==> config.mk <==
export PLATFORM = sky130hd
export DESIGN_NAME = pbsel_front
export DESIGN_NICKNAME = d
export VERILOG_FILES = /design/src/rtl/pbsel_pkg.sv /design/src/rtl/pbsel_strobe_sync.sv /design/src/rtl/pbsel_addr_match.sv /design/src/rtl/pbsel_xfer_latch.sv /design/src/rtl/pbsel_front.sv
export SDC_FILE = /design/constraint.sdc
export NUM_CORES = 1
export LEC_CHECK = 0
export ABC_AREA = 1
export BUFFER_PORTS_ARGS = -buffer_cell sky130_fd_sc_hd__clkbuf_2
export CAP_MARGIN = 10
export CORE_UTILIZATION = 43
export CTS_BUF_LIST = sky130_fd_sc_hd__clkbuf_4
export CTS_CLUSTER_DIAMETER = 60
export DETAILED_ROUTE_END_ITERATION = 10
export GPL_ROUTABILITY_DRIVEN = 0
export PLACE_DENSITY_LB_ADDON = 0.12
export REMOVE_ABC_BUFFERS = 1
export SLEW_MARGIN = 20
export SYNTH_ARGS = -nofsm -noshare
export SYNTH_HDL_FRONTEND = slang
export SYNTH_HIERARCHICAL = 1
export SYNTH_SLANG_ARGS = --single-unit
==> constraint.sdc <==
create_clock -name clk -period 0.9 [get_ports clk]
set_clock_uncertainty 0.1 [all_clocks]
set_input_delay 0.045 -clock clk [delete_from_list [all_inputs] [get_ports clk]]
set_output_delay 0.045 -clock clk [all_outputs]
set_load 0.05 [all_outputs]
==> src/rtl/pbsel_pkg.sv <==
`timescale 1ns/1ps
package pbsel_pkg;
  localparam int CMD_W = 3;

  typedef struct packed {
    logic to_card;
    logic code_hi;
    logic code_lo;
  } pbsel_cmd_t;
endpackage

==> src/rtl/pbsel_strobe_sync.sv <==
`timescale 1ns/1ps
module pbsel_strobe_sync #(
  parameter int STAGES = 2
) (
  input  logic clk,
  input  logic rst_n,
  input  logic strobe_i,
  output logic level_o,
  output logic rise_o
);
  localparam int LAST = STAGES;

  logic [LAST:0] chain_q;
  logic [LAST:0] chain_d;

  always_comb begin
    chain_d = {chain_q[LAST-1:0], strobe_i};
  end

  always_ff @(posedge clk or negedge rst_n) begin
    if (!rst_n) chain_q <= '0;
    else        chain_q <= chain_d;
  end

  assign level_o = chain_q[LAST-1];
  assign rise_o  = chain_q[LAST-1] & ~chain_q[LAST];
endmodule

==> src/rtl/pbsel_addr_match.sv <==
`timescale 1ns/1ps
module pbsel_addr_match #(
  parameter int ADDR_W = 4
) (
  input  logic              clk,
  input  logic              rst_n,
  input  logic [ADDR_W-1:0] addr_i,
  input  logic [ADDR_W-1:0] code_i,
  output logic              sel_o
);
  logic sel_d;
  logic sel_q;

  always_comb begin
    sel_d = (addr_i == code_i);
  end

  always_ff @(posedge clk or negedge rst_n) begin
    if (!rst_n) sel_q <= 1'b0;
    else        sel_q <= sel_d;
  end

  assign sel_o = sel_q;
endmodule

==> src/rtl/pbsel_xfer_latch.sv <==
`timescale 1ns/1ps
module pbsel_xfer_latch
  import pbsel_pkg::*;
#(
  parameter int DATA_W = 8
) (
  input  logic              clk,
  input  logic              rst_n,
  input  logic              capture_i,
  input  logic              to_card_i,
  input  logic              code_lo_i,
  input  logic              code_hi_i,
  input  logic [DATA_W-1:0] data_i,
  input  logic              ack_i,
  output logic [DATA_W-1:0] out_data_o,
  output pbsel_cmd_t        cmd_o,
  output logic              cmd_valid_o
);
  logic [DATA_W-1:0] out_q, out_d;
  pbsel_cmd_t        cmd_q, cmd_d;
  logic              vld_q, vld_d;
  logic              out_en;
  logic              cmd_en;

  always_comb begin
    out_en = capture_i & to_card_i;
    cmd_en = capture_i;
    out_d  = out_q;
    cmd_d  = cmd_q;
    vld_d  = vld_q;
    if (ack_i)  vld_d = 1'b0;
    if (cmd_en) begin
      cmd_d.to_card = to_card_i;
      cmd_d.code_hi = code_hi_i;
      cmd_d.code_lo = code_lo_i;
      vld_d         = 1'b1;
    end
    if (out_en) out_d = data_i;
  end

  always_ff @(posedge clk or negedge rst_n) begin
    if (!rst_n) begin
      out_q <= '0;
      cmd_q <= '0;
      vld_q <= 1'b0;
    end else begin
      out_q <= out_d;
      cmd_q <= cmd_d;
      vld_q <= vld_d;
    end
  end

  assign out_data_o  = out_q;
  assign cmd_o       = cmd_q;
  assign cmd_valid_o = vld_q;

  AST_CAPTURE_SETS_VALID: assert property (@(posedge clk) disable iff (!rst_n)
    capture_i |=> cmd_valid_o);
  AST_ACK_CLEARS_VALID: assert property (@(posedge clk) disable iff (!rst_n)
    (ack_i && !capture_i) |=> !cmd_valid_o);
  AST_READ_KEEPS_OUT: assert property (@(posedge clk) disable iff (!rst_n)
    (capture_i && !to_card_i) |=> $stable(out_data_o));
  AST_NO_SPURIOUS_VALID: assert property (@(posedge clk) disable iff (!rst_n)
    (!capture_i && !cmd_valid_o) |=> !cmd_valid_o);
endmodule

==> src/rtl/pbsel_front.sv <==
`timescale 1ns/1ps
module pbsel_front
  import pbsel_pkg::*;
#(
  parameter int ADDR_W      = 4,
  parameter int DATA_W      = 8,
  parameter int SYNC_STAGES = 2
) (
  input  logic              clk,
  input  logic              rst_n,
  input  logic [ADDR_W-1:0] sel_code,
  input  logic [ADDR_W-1:0] per_addr,
  input  logic              io_strobe,
  input  logic              to_card,
  input  logic              ic1,
  input  logic              ic2,
  input  logic              int_n,
  input  logic [DATA_W-1:0] host_data_i,
  output logic [DATA_W-1:0] host_data_o,
  output logic              host_data_oe,
  input  logic [DATA_W-1:0] card_rd_data,
  output logic              flag_n,
  output logic              status_n,
  output logic [DATA_W-1:0] out_data,
  output logic [CMD_W-1:0]  cmd,
  output logic              cmd_valid,
  input  logic              cmd_ack
);
  logic [1:0]  rst_sync_q;
  logic        rst_int_n;
  logic        selected;
  logic        stb_level;
  logic        stb_rise;
  logic        capture;
  logic        drive_en;
  pbsel_cmd_t  cmd_s;

  always_ff @(posedge clk or negedge rst_n) begin
    if (!rst_n) rst_sync_q <= 2'b00;
    else        rst_sync_q <= {rst_sync_q[0], 1'b1};
  end
  assign rst_int_n = rst_sync_q[1];

  pbsel_addr_match #(.ADDR_W(ADDR_W)) u_match (
    .clk   (clk),
    .rst_n (rst_int_n),
    .addr_i(per_addr),
    .code_i(sel_code),
    .sel_o (selected)
  );

  pbsel_strobe_sync #(.STAGES(SYNC_STAGES)) u_sync (
    .clk     (clk),
    .rst_n   (rst_int_n),
    .strobe_i(io_strobe),
    .level_o (stb_level),
    .rise_o  (stb_rise)
  );

  always_comb begin
    capture  = stb_rise & selected;
    drive_en = selected & ~to_card & int_n & stb_level;
  end

  pbsel_xfer_latch #(.DATA_W(DATA_W)) u_latch (
    .clk        (clk),
    .rst_n      (rst_int_n),
    .capture_i  (capture),
    .to_card_i  (to_card),
    .code_lo_i  (ic1),
    .code_hi_i  (ic2),
    .data_i     (host_data_i),
    .ack_i      (cmd_ack),
    .out_data_o (out_data),
    .cmd_o      (cmd_s),
    .cmd_valid_o(cmd_valid)
  );

  assign cmd          = cmd_s;
  assign flag_n       = ~selected;
  assign status_n     = ~selected;
  assign host_data_oe = drive_en;
  assign host_data_o  = drive_en ? card_rd_data : '0;

  AST_UNSEL_QUIET: assert property (@(posedge clk) disable iff (!rst_int_n)
    flag_n |=> ($stable(out_data) && $stable(cmd)));
  AST_POLL_NO_DRIVE: assert property (@(posedge clk) disable iff (!rst_int_n)
    !int_n |-> (!host_data_oe && host_data_o == '0));
endmodule

==> results.tsv, run 1 <==
metric	value	unit
clock_tree.buffer_depth	2	
numPortBuffers	54	
ctsHtreeMaxLevel	1	
fp.dieH	46.5	um
number_of_warnings_reported_in_the_yosys_synthesis_log	6	
yosysUniqueCellTypes	14	
hpwl	1440	um
cts_inserted_buffers	3	
syn_inst	98	
chip_width	46.5	um
synth-seq-area-share	52.9	%
synth_seq_cells	18	
ios	55	
post_cts.repair.setup_buffers	12	
post_synth.cell_area_avg	8.69	sq um
clk_tree_root_cell	clkbuf_4	
status	aborted with a tool error	
yosys-top-cells-area	dfrtp_1 53%, nand2_1 15%, nor3_2 9.4%	
initial_core_util	47.8	%
floorplan.rows	15	
post_cts_resized	72	
number_of_buffers_inserted_by_hold_repair_at_cts	22	
tool.error	[ERROR DPL-0038] Utilization greater than 100%, impossible to legalize	
synth_area	852	sq um
count_of_clock_tree_sinks	18	
post-synth-top-area-fraction	52.9	%
last-stage-reached	4_1_cts	
synth_top_cell_by_area	dfrtp_1	
[metrics by stage]
stage               instances  setup TNS (ns)  worst slack (ns)  cell area [sq um]  util (%)
detailed placement        183           -5.71            -0.313               1190      67.0
global placement          183           -4.88            -0.258               1190      67.0
floorplan                  95           -7.54            -0.426                826         -
[cells by family after synthesis]
logic type	count (synthesis)	share of synthesized area (%)
and+or+nand+nor	55	33.0
other	1	0.440
xor gates and xnor gates	2	2.06
buffers and inverters	21	11.0
DFF	18	52.9
AOI/OAI and AO/OA	1	0.587
[cell usage after synthesis]
master,instances
o21ai_0,1
nor3_2,8
nand3_1,8
nand2_2,2
buf_4,2
inv_1,18
nand2_4,1
xnor2_1,2
nand2_1,33
buf_6,1
nor2_1,2
conb_1,1
nor2_2,1
dfrtp_1,18
==> run 2, diff against run 1 <==
--- a/config.mk
+++ b/config.mk
@@ -8,12 +8,11 @@
 export ABC_AREA = 1
 export BUFFER_PORTS_ARGS = -buffer_cell sky130_fd_sc_hd__clkbuf_2
 export CAP_MARGIN = 10
-export CORE_UTILIZATION = 43
-export CTS_BUF_LIST = sky130_fd_sc_hd__clkbuf_4
-export CTS_CLUSTER_DIAMETER = 60
+export CORE_AREA = 2 2 63 65
 export DETAILED_ROUTE_END_ITERATION = 10
+export DIE_AREA = 0 0 65 67
 export GPL_ROUTABILITY_DRIVEN = 0
-export PLACE_DENSITY_LB_ADDON = 0.12
+export PLACE_DENSITY_LB_ADDON = 0.15
 export REMOVE_ABC_BUFFERS = 1
 export SLEW_MARGIN = 20
 export SYNTH_ARGS = -nofsm -noshare
==> results.tsv, run 2 <==
metric	value	unit
power_per_cell_area	1540	nW/um^2
synth_area	852	sq um
syn_inst	98	
post_synth.cell_area_avg	8.69	sq um
clock_pin_slew_on_the_worst_setup_and_hold_paths	0.06	ns
timing_max_transition_violations_final	0	
clk_tree_root_cell	clkbuf_8	
largest_register_ffs	8	
first_global_vias	842	
fp.dieH	67	um
num-nets-final	211	
finish.cell_count_without_fillers	226	
met2RoutedLength	1380	um
synth_mux_area_share	0	%
most_frequently_used_cell_type_in_the_post_synthesis_netlist	nand2_1	
avg_vias_per_cell	4.00	
drt_first_iter_violations	7	
setup_repair_after_global_routing_missed_its_margin	true	
largest_family_of_logic_cells_by_synthesized_area	simple AND/OR/NAND/NOR gates	
post_synth_edffs	0	
min_delay_path_depth	4	
top_signal_layer_used	met4	
number_of_warnings_reported_in_the_yosys_synthesis_log	6	
finalHoldViolCount	1	
chip_width	65	um
r2r_start	u_match/sel_o	
synth_top_cell_by_area	dfrtp_1	
max_freq	0.755	GHz
worstPathRequired	0.75	ns
final_core_utilization	49.3	%
timing.final.ws_setup	-0.424	ns
r2r_end	u_latch/out_data_o[1]	
hpwl	1600	um
initial_core_util	23.6	%
synth.cells.most_frequent	33 x nand2_1, 18 x dfrtp_1, 18 x inv_1, 8 x nand3_1, 8 x nor3_2	
period_needed	1.32	ns
timing.hold.worst.class	in -> reg	
tritoncts	done	
start_kind	flip-flop	
synth_compound_area_share	0.587	%
post_route_wl	2430	um
yosysUniqueCellTypes	14	
initial_antenna_violation_count	0	
grt_start_max_net_pins	17	
grt_pass1_wl	3700	um
die_outline_area	4360	sq um
most_common_cell_after_layout_fill_and_taps_aside	nand2_1	
postSynth.topFlopCell	dfrtp_1	
post-synth-top-area-fraction	52.9	%
m1WireLength	905	um
logic_depth_of_the_worst_register_to_register_path	7	
dr.pass1.iters	3	
post_route_cells_drive_above_1_share	50.0	%
status	complete, but fails checks	
critical_path.endpoint_type	output pin	
fin_area	1780	sq um
areaGrowthSynthToFinish	109	%
via_count	904	
cellLeakagePower	0.967	nW
placed_cells	201	
p_total	0.00273	W
synth-seq-area-share	52.9	%
min_period_over_period	147	%
ctsHtreeMaxLevel	1	
synth-simple-area-share	33.0	%
grt.overflow.total	0	
placed_cell_area	1190	sq um
mostFrequentLayoutCells	32 x nand2_1, 29 x clkbuf_2, 19 x buf_8, 16 x dfrtp_1, 15 x dlygate4sd3_1	
number_of_buffers_inserted_by_hold_repair_at_cts	15	
clock_tree.buffer_depth	2	
number_of_remaining_drc_errors	0	
worst_hold_path.endpoint	u_match/sel_o	
yosys.area_share.xor_xnor	2.06	%
wl_per_cell	10.8	um
hold_path.startpoint	sel_code[2]	
gr-usage-all-layers	11.3	%
finalHoldWorstSlack	-0.0374	ns
cts_inserted_buffers	3	
maximum_vdd_drop	0.922	mV
finalSetupViolCount	35	
synth_seq_cells	18	
fp.coreArea	3610	sq um
ant_nets	0	
reg2reg_slack	-0.38	ns
ios	55	
met3RoutedLength	134	um
cp_data_arrival_time	1.18	ns
cap_violations	0	
yosys-top-cells-area	dfrtp_1 53%, nand2_1 15%, nor3_2 9.4%	
floorplan.rows	22	
crit_fanout	5	
failing_checks	negative hold slack, negative setup slack	
numPortBuffers	54	
count_of_clock_tree_sinks	18	
post_synth_fa_ha_maj_area_fraction	0	%
insertion_delay	0.25	ns
num_antenna_cells	0	
ys_async_sr_fraction	100	%
worstSetupPathType	reg -> out	
run 2: cell counts after synthesis:
Identical to the previous run, type by type.
run 2: worst max-delay path by stage:
stage               depth (start not counted)                     to  slack (ns)         startpoint
floorplan                                   2           host_data_oe       -0.43  u_sync/chain_q[1]
global placement                            7  u_latch/out_data_o[0]       -0.23  u_sync/chain_q[1]
detailed placement                          7  u_latch/out_data_o[7]       -0.28  u_sync/chain_q[1]
CTS                                         3         host_data_o[1]       -0.44      u_match/sel_o
global route                                3         host_data_o[4]       -0.49      u_match/sel_o
finish                                      3         host_data_o[4]       -0.42      u_match/sel_o
run 2: routing by layer:
| layer | up-vias | GRT usage, % |
|---|---|---|
| li1 | 454 | - |
| met1 | 415 | 12.0 |
| met2 | 33 | 21.3 |
| met3 | 2 | 2.70 |
| met4 | 0 | 4.79 |
| met5 | - | 0 |
run 2: cell families (layout without fill, tap and decap cells):
group | Yosys count | count (layout)
AOI/OAI and AO/OA | 1 | 1
xor gates and xnor gates | 2 | 2
buffers and inverters | 21 | 98
DFF | 18 | 18
other | 1 | 1
and+or+nand+nor | 55 | 58
run 2: what timing repair did:
action / in CTS / in global routing
gates cloned: 1 / 2
pin swaps: 2 / 4
buffers inserted: 3 / 2
resized for setup: 58 / 35
hold endpoints to repair: 15 / 1
setup endpoints to repair: 35 / 36
run 2: stage by stage:
stage	TNS [ns]	worst slack, ns	hold slack [ns]
floorplan	-7.54	-0.426	-0.351
global placement	-4.39	-0.234	-0.269
finish	-9.31	-0.424	-0.0374
global route	-10.64	-0.486	-0.0235
CTS	-8.27	-0.444	-0.0420
detailed placement	-5.20	-0.280	-0.266
run 2: worst max-delay path: stages, from the launching register on:
cell and delay, ns:
dfrtp_2 0.41, nand2_4 0.13, nor3_4 0.22, buf_8 0.17
run 2: area by class of cell:
cell class                      count  area (sq um)
Fill cell                         344          1830
Timing Repair Buffer               76           722
Sequential cell                    18           453
Multi-Input combinational cell     62           412
Tap cell                           48          60.1
Clock buffer                        4          55.1
Inverter                           18          77.6
run 2: power breakdown:
group	switching [W]	internal [W]	leakage (nW)	total, W
sequential	0.000106	0.000923	0.224	0.00103
clock	0.000257	0.000388	0.0288	0.000645
combinational	0.000594	0.000466	0.714	0.00106
Power figures use the tool's default switching activity.
==> run 3, diff against run 2 <==
==> constraint.sdc (replaced) <==
create_clock -name clk -period 1.6 [get_ports clk]
set_clock_uncertainty 0.1 [all_clocks]
set_input_delay 0.08 -clock clk [delete_from_list [all_inputs] [get_ports clk]]
set_output_delay 0.08 -clock clk [all_outputs]
set_load 0.05 [all_outputs]
==> results.tsv, run 3 (synthesis gave the netlist of run 2 again) <==
metric	value	unit
status	finished clean	
ctsHtreeMaxLevel	1	
crit_fanout	1	
worst-path-buf-inv	3	
count_of_clock_tree_sinks	18	
mostFrequentLayoutCells	54 x clkbuf_2, 33 x nand2_1, 18 x inv_1, 18 x dfrtp_1, 15 x dlygate4sd3_1	
num_antenna_cells	0	
chip_width	65	um
ant_nets	0	
finalHoldViolCount	0	
final_core_utilization	37.6	%
ios	55	
cell_type_of_the_slowest_stage_on_the_worst_timing_path	dlygate4sd3_1	
finalSetupViolCount	0	
min_period_over_period	91.3	%
grt.overflow.total	0	
grt_pass1_wl	3440	um
timing.critical_path.mode_cell	dlygate4sd3_1	
cp_data_arrival_time	1.54	ns
cp_slowest_stage_delay	0.56	ns
initial_core_util	23.6	%
tritoncts	done	
cap_violations	0	
worstPathRequired	1.68	ns
floorplan.rows	22	
start_kind	input pin	
clock_tree.buffer_depth	2	
post_route_wl	2150	um
die_outline_area	4360	sq um
maximum_vdd_drop	0.504	mV
numPortBuffers	54	
worstPathCellList	dlygate4sd3_1, clkbuf_2, xnor2_1, dlygate4sd3_1, nand2_1, nor2_1	
post_route_cells_drive_above_1_share	41.7	%
hpwl	1580	um
slew_limit_headroom	57.5	%
power_per_cell_area	956	nW/um^2
dr.pass1.iters	4	
critical_path.endpoint_type	flip-flop	
worstMarginPinSlew	0.637	ns
clock_pin_slew_on_the_worst_setup_and_hold_paths	0.07	ns
largest_register_ffs	8	
wl_per_cell	9.97	um
fp.coreArea	3610	sq um
timing_max_transition_violations_final	0	
via_count	843	
totalNegativeSetupSlack	0	ns
insertion_delay	0.25	ns
num-nets-final	202	
fp.dieH	67	um
gr-usage-all-layers	10.3	%
most_common_cell_after_layout_fill_and_taps_aside	clkbuf_2	
cpLargestDelayFamily	buffers and inverters	
areaGrowthSynthToFinish	59.0	%
clk_tree_root_cell	clkbuf_8	
timing.hold.worst.class	in -> reg	
worstSetupPathType	in -> reg	
avg_vias_per_cell	3.90	
max_freq	0.685	GHz
setup_repair_after_global_routing_missed_its_margin	false	
cts_inserted_buffers	3	
number_of_remaining_drc_errors	0	
grt_start_max_net_pins	17	
first_global_vias	741	
period_needed	1.46	ns
initial_antenna_violation_count	0	
cellLeakagePower	0.777	nW
post_cts.repair.setup_buffers	0	
drt_first_iter_violations	7	
## run 3: cell types whose count changed in the layout (fill, tap and decap cells not counted), sizes merged
cell,previous run,this run
buf,28,1
clkbuf,37,57
nand2,39,36
## run 3: what timing repair did
| action | CTS | global route |
|---|---|---|
| resized for setup | 0 | 0 |
| hold buffers | 15 | 0 |
| hold endpoints to repair | 15 | 0 |
## run 3: area by class of cell
cell class                      count  area (sq um)
Tap cell                           48          60.1
Clock buffer                        3          41.3
Inverter                           18          67.6
Sequential cell                    18           450
Timing Repair Buffer               70           428
Fill cell                         399          2250
Multi-Input combinational cell     59           308
## run 3: tightest hold or removal path, delay by kind of cell
kind	cells	cell delay [ns]
buf+inv	1	0.09
xor+xnor	1	0.06
simple gates	2	0.10
## run 3: layer usage
layer | part of all wire, % | up-vias | track usage, %
met5 | 0 | - | 0
met4 | 0.46 | 0 | 1.60
met3 | 8.4 | 2 | 3.89
met2 | 50 | 35 | 18.0
met1 | 41 | 377 | 12.3
li1 | - | 429 | -
## run 3: report_power, final
part | total [W] | switching, W | internal [W]
registers | 0.000563 | 0.0000445 | 0.000518
clock network | 0.000307 | 0.000140 | 0.000167
logic | 0.000425 | 0.000303 | 0.000122
total | 0.00129 | 0.000488 | 0.000807
## run 3: through the flow
| step | std cells | setup WS (ns) | hold WS (ns) | cell area, sq um | total power [W] |
|---|---|---|---|---|---|
| floorplan | 95 | 0.239 | -0.316 | 826 | 0.000841 |
| global route | 216 | 0.0547 | 0.0182 | 1360 | 0.00136 |
| detailed placement | 198 | 0.371 | -0.234 | 1160 | 0.000969 |
| finish | 216 | 0.140 | 0.00233 | 1360 | 0.00129 |
| global placement | 198 | 0.375 | -0.233 | 1160 | 0.000962 |
| CTS | 216 | 0.134 | 0.00672 | 1360 | 0.00131 |
## run 3: final timing paths
path / startpoint / to / slack (ns) / depth (start not counted)
worst max-delay path: per_addr[2] / u_match/sel_o / 0.14 / 6
worst min-delay path: per_addr[3] / u_match/sel_o / 0.002 / 4
worst max register to register: u_sync/chain_q[1] / u_latch/out_data_o[4] / 0.38 / 7
worst min register to register: rst_sync_q[1] / u_sync/chain_q[1] / 0.16 / 0
max in group asynchronous: rst_sync_q[1] / u_latch/out_data_o[1] / 0.83 / 0
min in group asynchronous: rst_n / rst_sync_q[0] / 0.04 / 2
==> run 4, diff against run 3 <==
--- a/config.mk
+++ b/config.mk
@@ -13,7 +13,6 @@
 export DIE_AREA = 0 0 65 67
 export GPL_ROUTABILITY_DRIVEN = 0
 export PLACE_DENSITY_LB_ADDON = 0.15
-export REMOVE_ABC_BUFFERS = 1
 export SLEW_MARGIN = 20
 export SYNTH_ARGS = -nofsm -noshare
 export SYNTH_HDL_FRONTEND = slang
==> results.tsv, run 4 (synthesis gave the netlist of run 2 again) <==
metric	value	unit
status	finished clean	
cpLargestDelayFamily	buffers and inverters	
insertion_delay	0.24	ns
crit_fanout	1	
grt_start_max_net_pins	17	
worstMarginPinSlew	0.616	ns
p_seq_share	41.9	%
most_common_cell_after_layout_fill_and_taps_aside	clkbuf_2	
wl_per_cell	9.19	um
clkPwrFrac	26.4	%
die_outline_area	4360	sq um
via_count	822	
post_route_wl	2000	um
floorplan.rows	22	
finalHoldViolCount	0	
slew_limit_headroom	58.9	%
power.share.switching	35.8	%
initial_core_util	23.6	%
max_freq	0.691	GHz
drt_first_iter_violations	7	
power_per_cell_area	971	nW/um^2
ant_nets	0	
synth_fp_nets	130	
timing.hold.worst.class	in -> reg	
timing.critical_path.mode_cell	dlygate4sd3_1	
avg_vias_per_cell	3.77	
mostFrequentLayoutCells	54 x clkbuf_2, 33 x nand2_1, 18 x inv_1, 18 x dfrtp_1, 16 x dlygate4sd3_1	
clk_tree_root_cell	clkbuf_8	
fill_cells	386	
count_of_clock_tree_sinks	18	
worst-path-buf-inv	3	
setup_repair_after_global_routing_missed_its_margin	false	
ios	55	
cellInternalPower	0.000860	W
grt.overflow.total	0	
cp_data_arrival_time	1.52	ns
share_of_power_burned_in_combinational_logic	31.8	%
totalNegativeSetupSlack	0	ns
fp.dieH	67	um
largest_register_ffs	8	
num-nets-final	203	
post_cts.repair.setup_buffers	0	
finalSetupViolCount	0	
area_occupied_by_multi_input_gates	308	sq um
clock_tree.buffer_depth	2	
start_kind	input pin	
number_of_remaining_drc_errors	0	
critical_path.endpoint_type	flip-flop	
cap_violations	0	
cp_slowest_stage_delay	0.55	ns
number_of_buffers_inserted_by_hold_repair_at_cts	16	
num_antenna_cells	0	
areaGrowthSynthToFinish	61.8	%
timing_max_transition_violations_final	0	
fin_area	1380	sq um
fp.coreArea	3610	sq um
first_global_vias	780	
gr-usage-all-layers	9.85	%
layout.area.seq	450	sq um
worstPathRequired	1.67	ns
ctsHtreeMaxLevel	1	
hpwl	1580	um
initial_antenna_violation_count	0	
chip_width	65	um
total_switching_power	0.000479	W
min_period_over_period	90.4	%
cell_type_of_the_slowest_stage_on_the_worst_timing_path	dlygate4sd3_1	
post_route_cells_drive_above_1_share	41.8	%
cellLeakagePower	0.788	nW
period_needed	1.45	ns
worstSetupPathType	in -> reg	
cts_inserted_buffers	3	
numPortBuffers	54	
worstPathCellList	dlygate4sd3_1, clkbuf_2, xnor2_1, dlygate4sd3_1, nand2_1, nor2_1	
placed_cell_area	1160	sq um
maximum_vdd_drop	0.587	mV
grt_pass1_wl	3270	um
dr.pass1.iters	3	
post_cts_resized	0	
clock_pin_slew_on_the_worst_setup_and_hold_paths	0.06	ns
tritoncts	done	
## run 4: cell types whose count changed in the layout (fill, tap and decap cells not counted)
cell,change
clkbuf_8,+1
dlygate4sd3_1,+1
## run 4: through the flow
stage / util (%) / instances / total power (W) / hold WS (ns) / worst slack, ns
5_1_grt: 38.2 / 218 / 0.00142 / 0.0249 / 0.0589
6_report: 38.2 / 218 / 0.00134 / 0.0111 / 0.154
3_5_place_dp: 32.3 / 198 / 0.000967 / -0.231 / 0.342
2_1_floorplan: - / 98 / 0.000847 / -0.316 / 0.239
3_3_place_gp: 32.3 / 198 / 0.000962 / -0.232 / 0.387
4_1_cts: 38.2 / 218 / 0.00136 / 0.00636 / 0.148
## run 4: layout make-up
type                    instances  share of cell area, %
repair buffers                 71                   31.8
multi-input cells              59                   22.3
well taps                      48                   4.36
flip-flops and latches         18                   32.7
clock buffers                   4                   3.99
inverters                      18                   4.90
## run 4: final timing paths
path	start	end	slack, ns	cells past startpoint
hold reg to reg	rst_sync_q[1]	u_latch/cmd_o[1]	0.15	0
hold / removal	sel_code[3]	u_match/sel_o	0.01	4
setup / recovery	per_addr[2]	u_match/sel_o	0.15	6
min in group asynchronous	rst_n	rst_sync_q[0]	0.04	2
setup reg to reg	u_sync/chain_q[1]	u_latch/out_data_o[1]	0.36	7
max in group asynchronous	rst_sync_q[1]	u_sync/chain_q[1]	0.85	0
## run 4: worst min-delay path: stages
cell and delay, ns:
clkbuf_2 0.08, xnor2_1 0.06, nand2_1 0.06, nor2_1 0.04
## run 4: power by group through the flow
stage	registers [W]	clock network, W	logic, W
6_report	0.000560	0.000353	0.000425
5_1_grt	0.000573	0.000396	0.000455
4_1_cts	0.000563	0.000369	0.000429
3_5_place_dp	0.000569	0	0.000398
3_3_place_gp	0.000568	0	0.000394
2_1_floorplan	0.000762	0	0.0000857
## run 4: routing by layer
layer | GRT usage [%] | part of all wire [%] | wire (um) | vias to the layer above
li1 | - | - | - | 434
met1 | 11.5 | 42 | 845 | 355
met2 | 17.5 | 50 | 992 | 31
met3 | 2.03 | 7.3 | 146 | 2
met4 | 3.99 | 1.0 | 20 | 0
met5 | 0 | 0 | 0 | -
